**config.mk**
```make
export PLATFORM = sky130hd
export DESIGN_NAME = sweep_readout_seq
export DESIGN_NICKNAME = d
export VERILOG_FILES = /design/src/rtl/sweep_pkg.sv /design/src/rtl/sen_pulse_gen.sv /design/src/rtl/pix_capture.sv /design/src/rtl/sweep_readout_seq.sv
export SDC_FILE = /design/constraint.sdc
export NUM_CORES = 1
export LEC_CHECK = 0
export BUFFER_PORTS_ARGS = -buffer_cell sky130_fd_sc_hd__buf_2
export CAP_MARGIN = 30
export CORE_MARGIN = 3
export CORE_UTILIZATION = 35
export CTS_BUF_LIST = sky130_fd_sc_hd__clkbuf_4
export CTS_CLUSTER_DIAMETER = 30
export CTS_CLUSTER_SIZE = 28
export DETAILED_ROUTE_END_ITERATION = 12
export GPL_TIMING_DRIVEN = 0
export SYNTH_ARGS = -nofsm -noshare
export SYNTH_HDL_FRONTEND = slang
export SYNTH_SLANG_ARGS = --single-unit
```
**constraint.sdc**
```tcl
create_clock -name clk -period 6.8 [get_ports clk]
set_clock_uncertainty 0.15 [all_clocks]
set_input_delay 0.68 -clock clk [delete_from_list [all_inputs] [get_ports clk]]
set_output_delay 0.68 -clock clk [all_outputs]
set_load 0.01 [all_outputs]
```
**src/rtl/sweep_pkg.sv**
```systemverilog
package sweep_pkg;

    typedef enum logic [3:0] {
        S_IDLE,
        S_RSTHI,
        S_SETUP,
        S_PRIME,
        S_ARM,
        S_DISC,
        S_WAIT,
        S_READ,
        S_NAP
    } seq_state_t;

    typedef struct packed {
        logic [3:0] odd;
        logic [3:0] even;
    } pix_pair_t;

    function automatic int unsigned frame_pulses(int unsigned cols, int unsigned lines);
        return (cols * lines) / 2;
    endfunction

endpackage

```
**src/rtl/sen_pulse_gen.sv**
```systemverilog
module sen_pulse_gen #(
    parameter int DIV_W = 8,
    parameter int CNT_W = 11
) (
    input  logic             clk,
    input  logic             rst,
    input  logic [DIV_W-1:0] half,
    input  logic             go,
    input  logic [CNT_W-1:0] count,
    output logic             sen_clk,
    output logic             sample,
    output logic             done
);

    logic [DIV_W-1:0] hcnt;
    logic [CNT_W-1:0] left;
    logic             run;
    logic             clk_q;
    logic             half_end;

    assign half_end = run && (hcnt == half - DIV_W'(1));
    assign sample   = half_end && !clk_q;
    assign done     = sample && (left == CNT_W'(1));
    assign sen_clk  = clk_q;

    always_ff @(posedge clk) begin
        if (rst) begin
            run   <= 1'b0;
            clk_q <= 1'b0;
            hcnt  <= '0;
            left  <= '0;
        end else if (go && !run) begin
            run   <= 1'b1;
            clk_q <= 1'b1;
            hcnt  <= '0;
            left  <= count;
        end else if (run) begin
            if (half_end) begin
                hcnt <= '0;
                if (clk_q) begin
                    clk_q <= 1'b0;
                end else begin
                    left <= left - CNT_W'(1);
                    if (left == CNT_W'(1)) begin
                        run <= 1'b0;
                    end else begin
                        clk_q <= 1'b1;
                    end
                end
            end else begin
                hcnt <= hcnt + DIV_W'(1);
            end
        end
    end

    // a new burst is only requested while the engine is idle
    p_go_idle_r3: assert property (@(posedge clk) disable iff (rst)
        go |-> !run);

    // with half >= 2 a rising edge is followed by at least one more high cycle
    p_high_width_r3: assert property (@(posedge clk) disable iff (rst)
        ($rose(sen_clk) && half > DIV_W'(1)) |=> sen_clk);

endmodule

```
**src/rtl/pix_capture.sv**
```systemverilog
module pix_capture
    import sweep_pkg::*;
#(
    parameter int FRAME = 1124,
    parameter int IDX_W = 11
) (
    input  logic      clk,
    input  logic      rst,
    input  logic      clear,
    input  logic      sample,
    input  pix_pair_t pins,
    output logic [7:0] byte_o,
    output logic      valid,
    output logic      first
);

    logic [IDX_W-1:0] idx;

    always_ff @(posedge clk) begin
        if (rst) begin
            idx    <= '0;
            byte_o <= '0;
            valid  <= 1'b0;
            first  <= 1'b0;
        end else begin
            valid <= 1'b0;
            first <= 1'b0;
            if (clear) begin
                idx <= '0;
            end else if (sample) begin
                byte_o <= {pins.odd, pins.even};
                valid  <= 1'b1;
                first  <= (idx == '0);
                idx    <= (idx == IDX_W'(FRAME - 1)) ? '0 : idx + IDX_W'(1);
            end
        end
    end

    // one byte per pulse, so two strobes are never back to back
    p_valid_gap_r5: assert property (@(posedge clk) disable iff (rst)
        valid |=> !valid);

endmodule

```
**src/rtl/sweep_readout_seq.sv**
```systemverilog
module sweep_readout_seq
    import sweep_pkg::*;
#(
    parameter int COLUMNS      = 281,
    parameter int LINES        = 8,
    parameter int PRIME_PULSES = 4,
    parameter int RST_CYC      = 8,
    parameter int DIV_W        = 8
) (
    input  logic             clk,
    input  logic             rst,
    input  logic [DIV_W-1:0] cfg_half,
    input  logic             start_req,
    input  logic             nap_req,
    input  logic             frame_tick,
    input  logic             heat_req,
    input  logic [3:0]       sen_odd,
    input  logic [3:0]       sen_even,
    output logic             sen_rst,
    output logic             sen_clk,
    output logic             sen_oe_n,
    output logic             sen_heat_en,
    output logic [7:0]       pix_byte,
    output logic             pix_valid,
    output logic             pix_first,
    output logic             overrun
);

    localparam int FRAME = int'(frame_pulses(COLUMNS, LINES));
    localparam int CNT_W = $clog2(FRAME + 1);
    localparam int IDX_W = $clog2(FRAME);
    localparam int RW    = $clog2(RST_CYC + 1);
    localparam int TW    = (DIV_W > RW) ? DIV_W : RW;

    seq_state_t       st, st_n;
    logic [TW-1:0]    tcnt;
    logic             go, clr, start_ok;
    logic [CNT_W-1:0] go_cnt;
    logic             sample, done;
    logic             rst_q, oe_n_q, heat_q, ovr_q;
    pix_pair_t        pins;

    always_comb begin
        st_n     = st;
        go       = 1'b0;
        go_cnt   = CNT_W'(FRAME);
        clr      = 1'b0;
        start_ok = 1'b0;
        case (st)
            S_IDLE:  if (nap_req) st_n = S_NAP;
                     else if (start_req) begin
                         st_n     = S_RSTHI;
                         start_ok = 1'b1;
                     end
            S_RSTHI: if (tcnt == TW'(RST_CYC - 1)) st_n = S_SETUP;
            S_SETUP: if (tcnt == TW'(cfg_half) - TW'(1)) begin
                         st_n   = S_PRIME;
                         go     = 1'b1;
                         go_cnt = CNT_W'(PRIME_PULSES);
                     end
            S_PRIME: if (done) st_n = S_ARM;
            S_ARM:   if (nap_req) st_n = S_NAP;
                     else if (frame_tick) begin
                         st_n = S_DISC;
                         go   = 1'b1;
                     end
            S_DISC:  if (done) st_n = S_WAIT;
            S_WAIT:  if (nap_req) st_n = S_NAP;
                     else if (frame_tick) begin
                         st_n = S_READ;
                         go   = 1'b1;
                         clr  = 1'b1;
                     end
            S_READ:  if (done) st_n = S_WAIT;
            S_NAP:   if (!nap_req) st_n = S_IDLE;
            default: st_n = S_IDLE;
        endcase
    end

    always_ff @(posedge clk) begin
        if (rst) begin
            st     <= S_IDLE;
            tcnt   <= '0;
            rst_q  <= 1'b1;
            oe_n_q <= 1'b1;
            heat_q <= 1'b0;
            ovr_q  <= 1'b0;
        end else begin
            st     <= st_n;
            tcnt   <= (st_n != st) ? '0 : tcnt + TW'(1);
            rst_q  <= (st_n == S_IDLE) || (st_n == S_RSTHI) || (st_n == S_NAP);
            oe_n_q <= (st_n == S_IDLE) || (st_n == S_NAP);
            heat_q <= heat_req && (st_n != S_NAP);
            if (start_ok) ovr_q <= 1'b0;
            else if (frame_tick && (st == S_DISC || st == S_READ)) ovr_q <= 1'b1;
        end
    end

    sen_pulse_gen #(.DIV_W(DIV_W), .CNT_W(CNT_W)) u_pulse (
        .clk     (clk),
        .rst     (rst),
        .half    (cfg_half),
        .go      (go),
        .count   (go_cnt),
        .sen_clk (sen_clk),
        .sample  (sample),
        .done    (done)
    );

    assign pins.odd  = sen_odd;
    assign pins.even = sen_even;

    pix_capture #(.FRAME(FRAME), .IDX_W(IDX_W)) u_cap (
        .clk    (clk),
        .rst    (rst),
        .clear  (clr),
        .sample (sample && st == S_READ),
        .pins   (pins),
        .byte_o (pix_byte),
        .valid  (pix_valid),
        .first  (pix_first)
    );

    assign sen_rst     = rst_q;
    assign sen_oe_n    = oe_n_q;
    assign sen_heat_en = heat_q;
    assign overrun     = ovr_q;

    // the sensor never sees a clock pulse while it is held in reset
    p_rst_quiet_r6: assert property (@(posedge clk) disable iff (rst)
        sen_clk |-> !sen_rst);

    // output enable only moves while the clock is parked low
    p_oe_parked_r10: assert property (@(posedge clk) disable iff (rst)
        !$stable(sen_oe_n) |-> (!sen_clk && !$past(sen_clk)));

    // once nap is settled every interface line is parked
    p_nap_lines_r8: assert property (@(posedge clk) disable iff (rst)
        (st == S_NAP && $past(st == S_NAP)) |-> (sen_rst && !sen_clk && sen_oe_n && !sen_heat_en));

    // the overrun flag is only cleared by an accepted start
    p_overrun_sticky_r7: assert property (@(posedge clk) disable iff (rst)
        (overrun && !start_ok) |=> overrun);

    // the discarded frame produces no output bytes
    p_discard_silent_r4: assert property (@(posedge clk) disable iff (rst)
        (st == S_DISC) |-> !pix_valid);

endmodule

```
Yosys cells after proc, flatten, opt, wreduce, memory -nomap -nowiden
Index checks and enable logic that the tools add are counted.
Storage, ports and cells
  flip-flop bits (word level): 58
  bits in latches: 0
  memory bits (writable): 0
  ROM bits: 0
  input bits: 22
  output and inout bits: 15
  word-level logic and storage cells: 105
  memories kept: 0
Cells by class
  $add $sub $neg: 5
  multipliers: 0
  divide/modulo/power cells: 0
  order comparisons: 0
  equal/unequal tests: 18
  shifts and indexed selects: 0
  mux-type cells: 38
  bitwise gates (word level): 2
  reductions and logical operators: 28
Operators by type and width (count)
  $mux 11: 7
  $mux 4: 11
  $pmux 4 s8: 1
  $mux 1: 17
  $add 8x1->8 const B: 2
  $eq 4x3->1 const B: 4
  $eq 8x8->1: 2
  $reduce_or 2->1: 6
  $add 11x1->11 const B: 1
  $eq 11x1->1 const B: 1
  $eq 11x11->1 const B: 1
  $logic_not 11->1: 1
  $sub 11x1->11 const B: 1
  $eq 4x1->1 const B: 2
  $eq 4x2->1 const B: 2
  $eq 4x4->1 const B: 2
  $eq 8x3->1 const B: 1
  $logic_not 4->1: 2
  $mux 8: 1
  $sub 8x1->8 const B: 1
  $logic_and 1x1->1: 7
  $logic_or 1x1->1: 4
  $ne 4x4->1: 1
  $ne 4x4->1 const B: 1
  8 further kinds: 12

Logic depth before layout (Yosys ltp)
  depth in word-level cells: 10
  mapped depth: 11
  gate-level depth less buffers: 9

Cells and area by module
A second synthesis with hierarchy kept.
Unflattened totals
  cell total of the unflattened synthesis: 398
  area, all modules: 3289.4 um^2
Modules (own cells, without submodules)
  sen_pulse_gen: instances 1, cells each 164, area an instance 1322.5 um^2, seq. area each 420.4 um^2
  sweep_readout_seq: instances 1, cells each 129, area an instance 1036.0 um^2, seq. area each 320.3 um^2
  pix_capture: instances 1, cells each 105, area an instance 930.9 um^2, seq. area each 420.4 um^2

Least setup slack after synthesis
No wires, ideal clock.
  path kind: input to register
  start: input cfg_half[0]
  end: register tcnt[2]
  library setup time: 0.138 ns
  arrival time: 2.869 ns
  data required time: 6.512 ns
  path slack: 3.643 ns
  stages on the path: 8
  path buffers: 1
  cell sequence: or3_1 -> buf_6 -> or3_4 -> a2111oi_4 -> o211ai_2 -> o41a_1 -> a31oi_4 -> nor4_1
Between the ends
  cells in the longest elaborated chain, start to end: 9
  elaborated cells on any way between the ends: 12
  classes of those cells: add/sub (1); eq/ne (3); mux (4); reduce/logical (4)
Ends and longest elaborated chain
  start: declaration: RTL line sweep_readout_seq.sv:12  | input logic [DIV_W-1:0] cfg_half,
  $sub 8x1->8 *: RTL line sen_pulse_gen.sv:21, sweep_readout_seq.sv:56
  $eq 8x8->1: RTL line sen_pulse_gen.sv:21  | assign half_end = run && (hcnt == half - DIV_W'(1));
  $logic_and 1x1->1: RTL line sen_pulse_gen.sv:21
  $logic_and 1x1->1: RTL line sen_pulse_gen.sv:22  | assign sample = half_end && !clk_q;
  $logic_and 1x1->1: RTL line sen_pulse_gen.sv:23  | assign done = sample && (left == CNT_W'(1));
  $mux 4 (on tied branches): RTL line sweep_readout_seq.sv:67, sweep_readout_seq.sv:74, sweep_readout_seq.sv:61
  $pmux 4 s8 *: RTL line sweep_readout_seq.sv:49  | case (st)
  $ne 4x4->1 *: RTL line sweep_readout_seq.sv:90  | tcnt <= (st_n != st) ? '0 : tcnt + TW'(1);
  $reduce_or 2->1 (no line) *
  end signal: assignment: RTL line sweep_readout_seq.sv:90
  end: declaration: RTL line sweep_readout_seq.sv:36  | logic [TW-1:0] tcnt;
Every way passes the cells marked *; elsewhere a longest branch is shown, timed or not.
A chain may end at the register's enable or synchronous reset.

Final worst setup path
  start: input cfg_half[0]
  end: register u_pulse.hcnt[7]
Between the ends
  cells in the longest elaborated chain, start to end: 6
  elaborated cells on any way between the ends: 9
  classes of those cells: add/sub (1); eq/ne (2); mux (3); reduce/logical (3)
Ends and longest elaborated chain
  $sub 8x1->8 *: RTL line sen_pulse_gen.sv:21, sweep_readout_seq.sv:56
  $eq 8x8->1: RTL line sweep_readout_seq.sv:56  | S_SETUP: if (tcnt == TW'(cfg_half) - TW'(1)) begin
  $mux 1: RTL line sweep_readout_seq.sv:56
  $pmux 1 s2: RTL line sweep_readout_seq.sv:49
  $logic_and 1x1->1: RTL line sen_pulse_gen.sv:32  | end else if (go && !run) begin
  $reduce_or 2->1 (no line)
  end signal: assignment: RTL line sen_pulse_gen.sv:51  | hcnt <= hcnt + DIV_W'(1);
  end: declaration: RTL line sen_pulse_gen.sv:15  | logic [DIV_W-1:0] hcnt;
Marks and branches as above.

==> results.md <==
- Status: complete, no violations
- Critical Path RT: 6.90 ns
- Setup ws final: 3.64 ns
- Met2 usage: 23.3%
- VDD IR max: 0.0000839 V
- Final Max Slew Viols: 0
- Routability cong.: 0.818
- Hold path depth: 1
- DRT Pass-1 Iters: 5
- EDFF count, synth: 0
- Initial Util: 36.6%
- WL final: 7190 um
- Syn-to-layout area delta: 14.4%
- FF+latch count, synth: 58
- Mapped Area: 3240 sq um
- Avg Cell Area, Syn: 9.04 sq um
- R2R Path End: tcnt[0]
- Post CTS Setup Buffer Count: 0
- Synthesis Warnings: 0
- Hold Buf Count CTS: 0
- Internal power: 0.000511 W
- Total Routing Usage GR: 14.8%
- Combinational share of power: 7.2%
- Post-cts sizing count: 0
- Post-Syn Instances: 358
- First-pass GRT wire length: 12200 um
- Setup TNS: 0 ns
- Startpoint Class: primary input
- Vias in the first global route: 2544
- Drc violations: 0
- Worst skew pair latency: 0.41 ns
- DP Cell Count: 501
- Relative slew slack: 34.2%
- Clock network power share: 41.8%
- Row cnt: 34
- Initial antenna violation count: 0
- Port Buf Inserts: 35
- Met1 usage: 19.8%
- Pre-CTS setup slack: 3.22 ns
- Clock slew at reported path FFs: 0.10 ns
- Hold Vio Cnt, Final: 0
- Crit path DAT: 3.26 ns
- Fmax: 316 MHz
- Sw Ratio: 23.9%
- Layout cells sized above 1: 19.1%
- Crit Path Category: in -> reg
- Setup-failing EPs final: 0
- Top FF cell, synth: dfxtp_1
- Clock Sinks: 58
- Fin nets: 433
- Post-synthesis sequential area ratio: 35.9%
- Final period util: 46.5%
- RR Startpoint: u_pulse.left[2]
- Hold slack: 0.343 ns
- Antenna diodes: 0
- I/O pin total: 37
- Lkg Pwr: 1.40 nW
- Nature of the critical path endpoint: flop
- Distinct cells, synth: 62
- Post-synth ARST share: 0%
- Post-DR wirelength/cell: 13.9 um
- Die width: 102 um
- Via density: 5.31
- Net switching power: 0.000161 W
- DRT iter0 DRCs: 75
- CTS tree: done
- Die height: 102 um
- R2R depth: 7
- Die area: 10400 sq um
- Clock Path Buffers: 2
- Hold Crit Class: reg -> reg
- Crit path time final: 3.16 ns
- Sink of the worst hold path: u_pulse.left[10]
- GRT overflow: 0
- GR peak layer: met2
- Post-Synthesis Net Count: 387
- Clock root cell: clkbuf_4
- Unrepaired setup endpoints after global routing: no
- Slew @ Worst Pin: 0.962 ns
- Hold Path Origin: u_pulse.left[10]
- Final ANT Viol Nets: 0
- Largest net degree at the start of global routing: 11
- Total power per unit cell area: 181 nW/um^2
- Largest fanout on the critical path: 10
- HPWL Detailed: 5280 um
- Met3 Usage GRT: 3.96%
- Finished Layout Cells: 516
- Sequential share of power: 51.1%
- Core Footprint: 8850 sq um
- Max-capacitance violation count: 0
- Num CTS Buffers: 9
- Total number of H-tree levels: 3
- Flop2flop setup slack: 3.70 ns
- Vias: 2742
## cells in the mapped netlist (all sizes together), types with 2 or more instances
cell type	count	area, sq um
mux2i	12	120
xor2	19	166
nor2	35	134
nand2b	2	12.5
a31oi	3	33.8
nand4	8	50.1
a21oi	17	96.4
a2111oi	3	51.3
buf	9	60.1
xnor2	25	219
o21bai	3	22.5
a21o	2	15.0
nor2b	8	50.1
or3	6	42.5
or2	2	12.5
nor4	13	100
ha	7	87.6
inv	11	41.3
nor3b	4	30.0
o21ai	6	30.0
nand2	21	78.8
a311oi	5	43.8
dfxtp	58	1160
nor4b	5	56.3
and3	8	50.1
nor3	21	141
and4	2	17.5
clkbuf	11	41.3
nand3	8	40.0
and3b	2	17.5
a211oi	5	37.5
## flip-flops by register name (all words and copies together), names as in the netlist
name / flops
sen_heat_en: 1
u_cap.idx: 11
u_pulse.hcnt: 8
sen_rst: 1
st: 4
u_pulse.sen_clk: 1
u_cap.valid: 1
u_cap.first: 1
overrun: 1
sen_oe_n: 1
u_pulse.run: 1
u_cap.byte_o: 8
u_pulse.left: 11
tcnt: 8
## stage by stage
stage / util (%) / power (W) / area [sq um]
finish: 41.9 / 0.000672 / 3700
global placement: 40.1 / 0.000399 / 3550
detailed placement: 40.1 / 0.000399 / 3550
global route: 41.9 / 0.000700 / 3700
floorplan: - / 0.000382 / 3240
CTS: 41.9 / 0.000679 / 3700
## layout make-up
class / instances / area [sq um]
clock buffer: 10 / 75.1
tap: 108 / 135
sequential: 58 / 1160
timing repair buffer: 35 / 175
inverter: 11 / 41.3
clock inverter: 5 / 80.1
multi-input combinational: 269 / 1930
fill: 902 / 5140
buffer: 20 / 101
## logic make-up after synthesis
family,count (synthesis),synth area share [%]
AND/OR/NAND/NOR,152,27.6
flip-flops,58,35.9
AO/OA/AOI/OAI,53,13.5
XOR/XNOR,44,11.9
buffers and inverters,31,4.40
multiplexers,12,3.71
adder cells (fa/ha/maj),8,3.01
## worst max-delay path by stage
stage | from | to | slack (ns) | cells past startpoint
CTS | cfg_half[0] | u_pulse.hcnt[7] | 3.63 | 12
finish | cfg_half[0] | u_pulse.hcnt[7] | 3.64 | 12
global placement | cfg_half[0] | u_pulse.left[9] | 3.25 | 12
global route | u_pulse.left[2] | tcnt[0] | 3.49 | 7
floorplan | cfg_half[0] | tcnt[2] | 3.64 | 8
detailed placement | cfg_half[0] | u_pulse.left[9] | 3.22 | 12
## layer usage
layer	wire, um	vias up
li1	-	1377
met1	3470	1299
met2	3250	58
met3	389	8
met4	76	0
met5	0	-
## power by group through the flow
stage,clock (W),sequential [W],combinational [W]
2_1_floorplan,0,0.000351,0.0000313
3_3_place_gp,0,0.000351,0.0000478
3_5_place_dp,0,0.000351,0.0000484
4_1_cts,0.000287,0.000343,0.0000486
5_1_grt,0.000303,0.000343,0.0000537
6_report,0.000281,0.000343,0.0000483
## placed cells by master, fill, tap and decap left out, types with 3 or more instances in the layout
cell type | synthesis | layout
xnor2_1 | 25 | 25
nor4_2 | 3 | 3
clkbuf_1 | 11 | 11
a21oi_1 | 16 | 16
and3_1 | 8 | 8
o21bai_1 | 3 | 3
nand2_1 | 21 | 21
nor3b_1 | 4 | 4
nand4_1 | 8 | 8
xor2_1 | 19 | 19
o21ai_0 | 3 | 3
a311oi_1 | 5 | 5
clkbuf_4 | 0 | 10
ha_1 | 7 | 7
nand3_1 | 8 | 8
a211oi_1 | 5 | 5
nor4_1 | 10 | 10
o21ai_1 | 3 | 3
nor3_1 | 15 | 15
mux2i_1 | 12 | 12
dfxtp_1 | 58 | 58
nor2b_1 | 8 | 8
or3_1 | 5 | 5
nor3_2 | 5 | 5
buf_2 | 3 | 38
nor2_1 | 34 | 34
inv_1 | 11 | 11
nor4b_1 | 3 | 3
## worst max-delay path, stage by stage
cell and delay [ns]:
buf_2 0.14, inv_1 0.06, ha_1 0.18, or4b_1 0.54, nand2_1 0.11, o211a_1 0.14, mux2i_1 0.06, or4_1 0.53
buf_2 0.20, a21oi_4 0.30, buf_4 0.24, nor3_1 0.07
(Power assumes the default switching activity.)
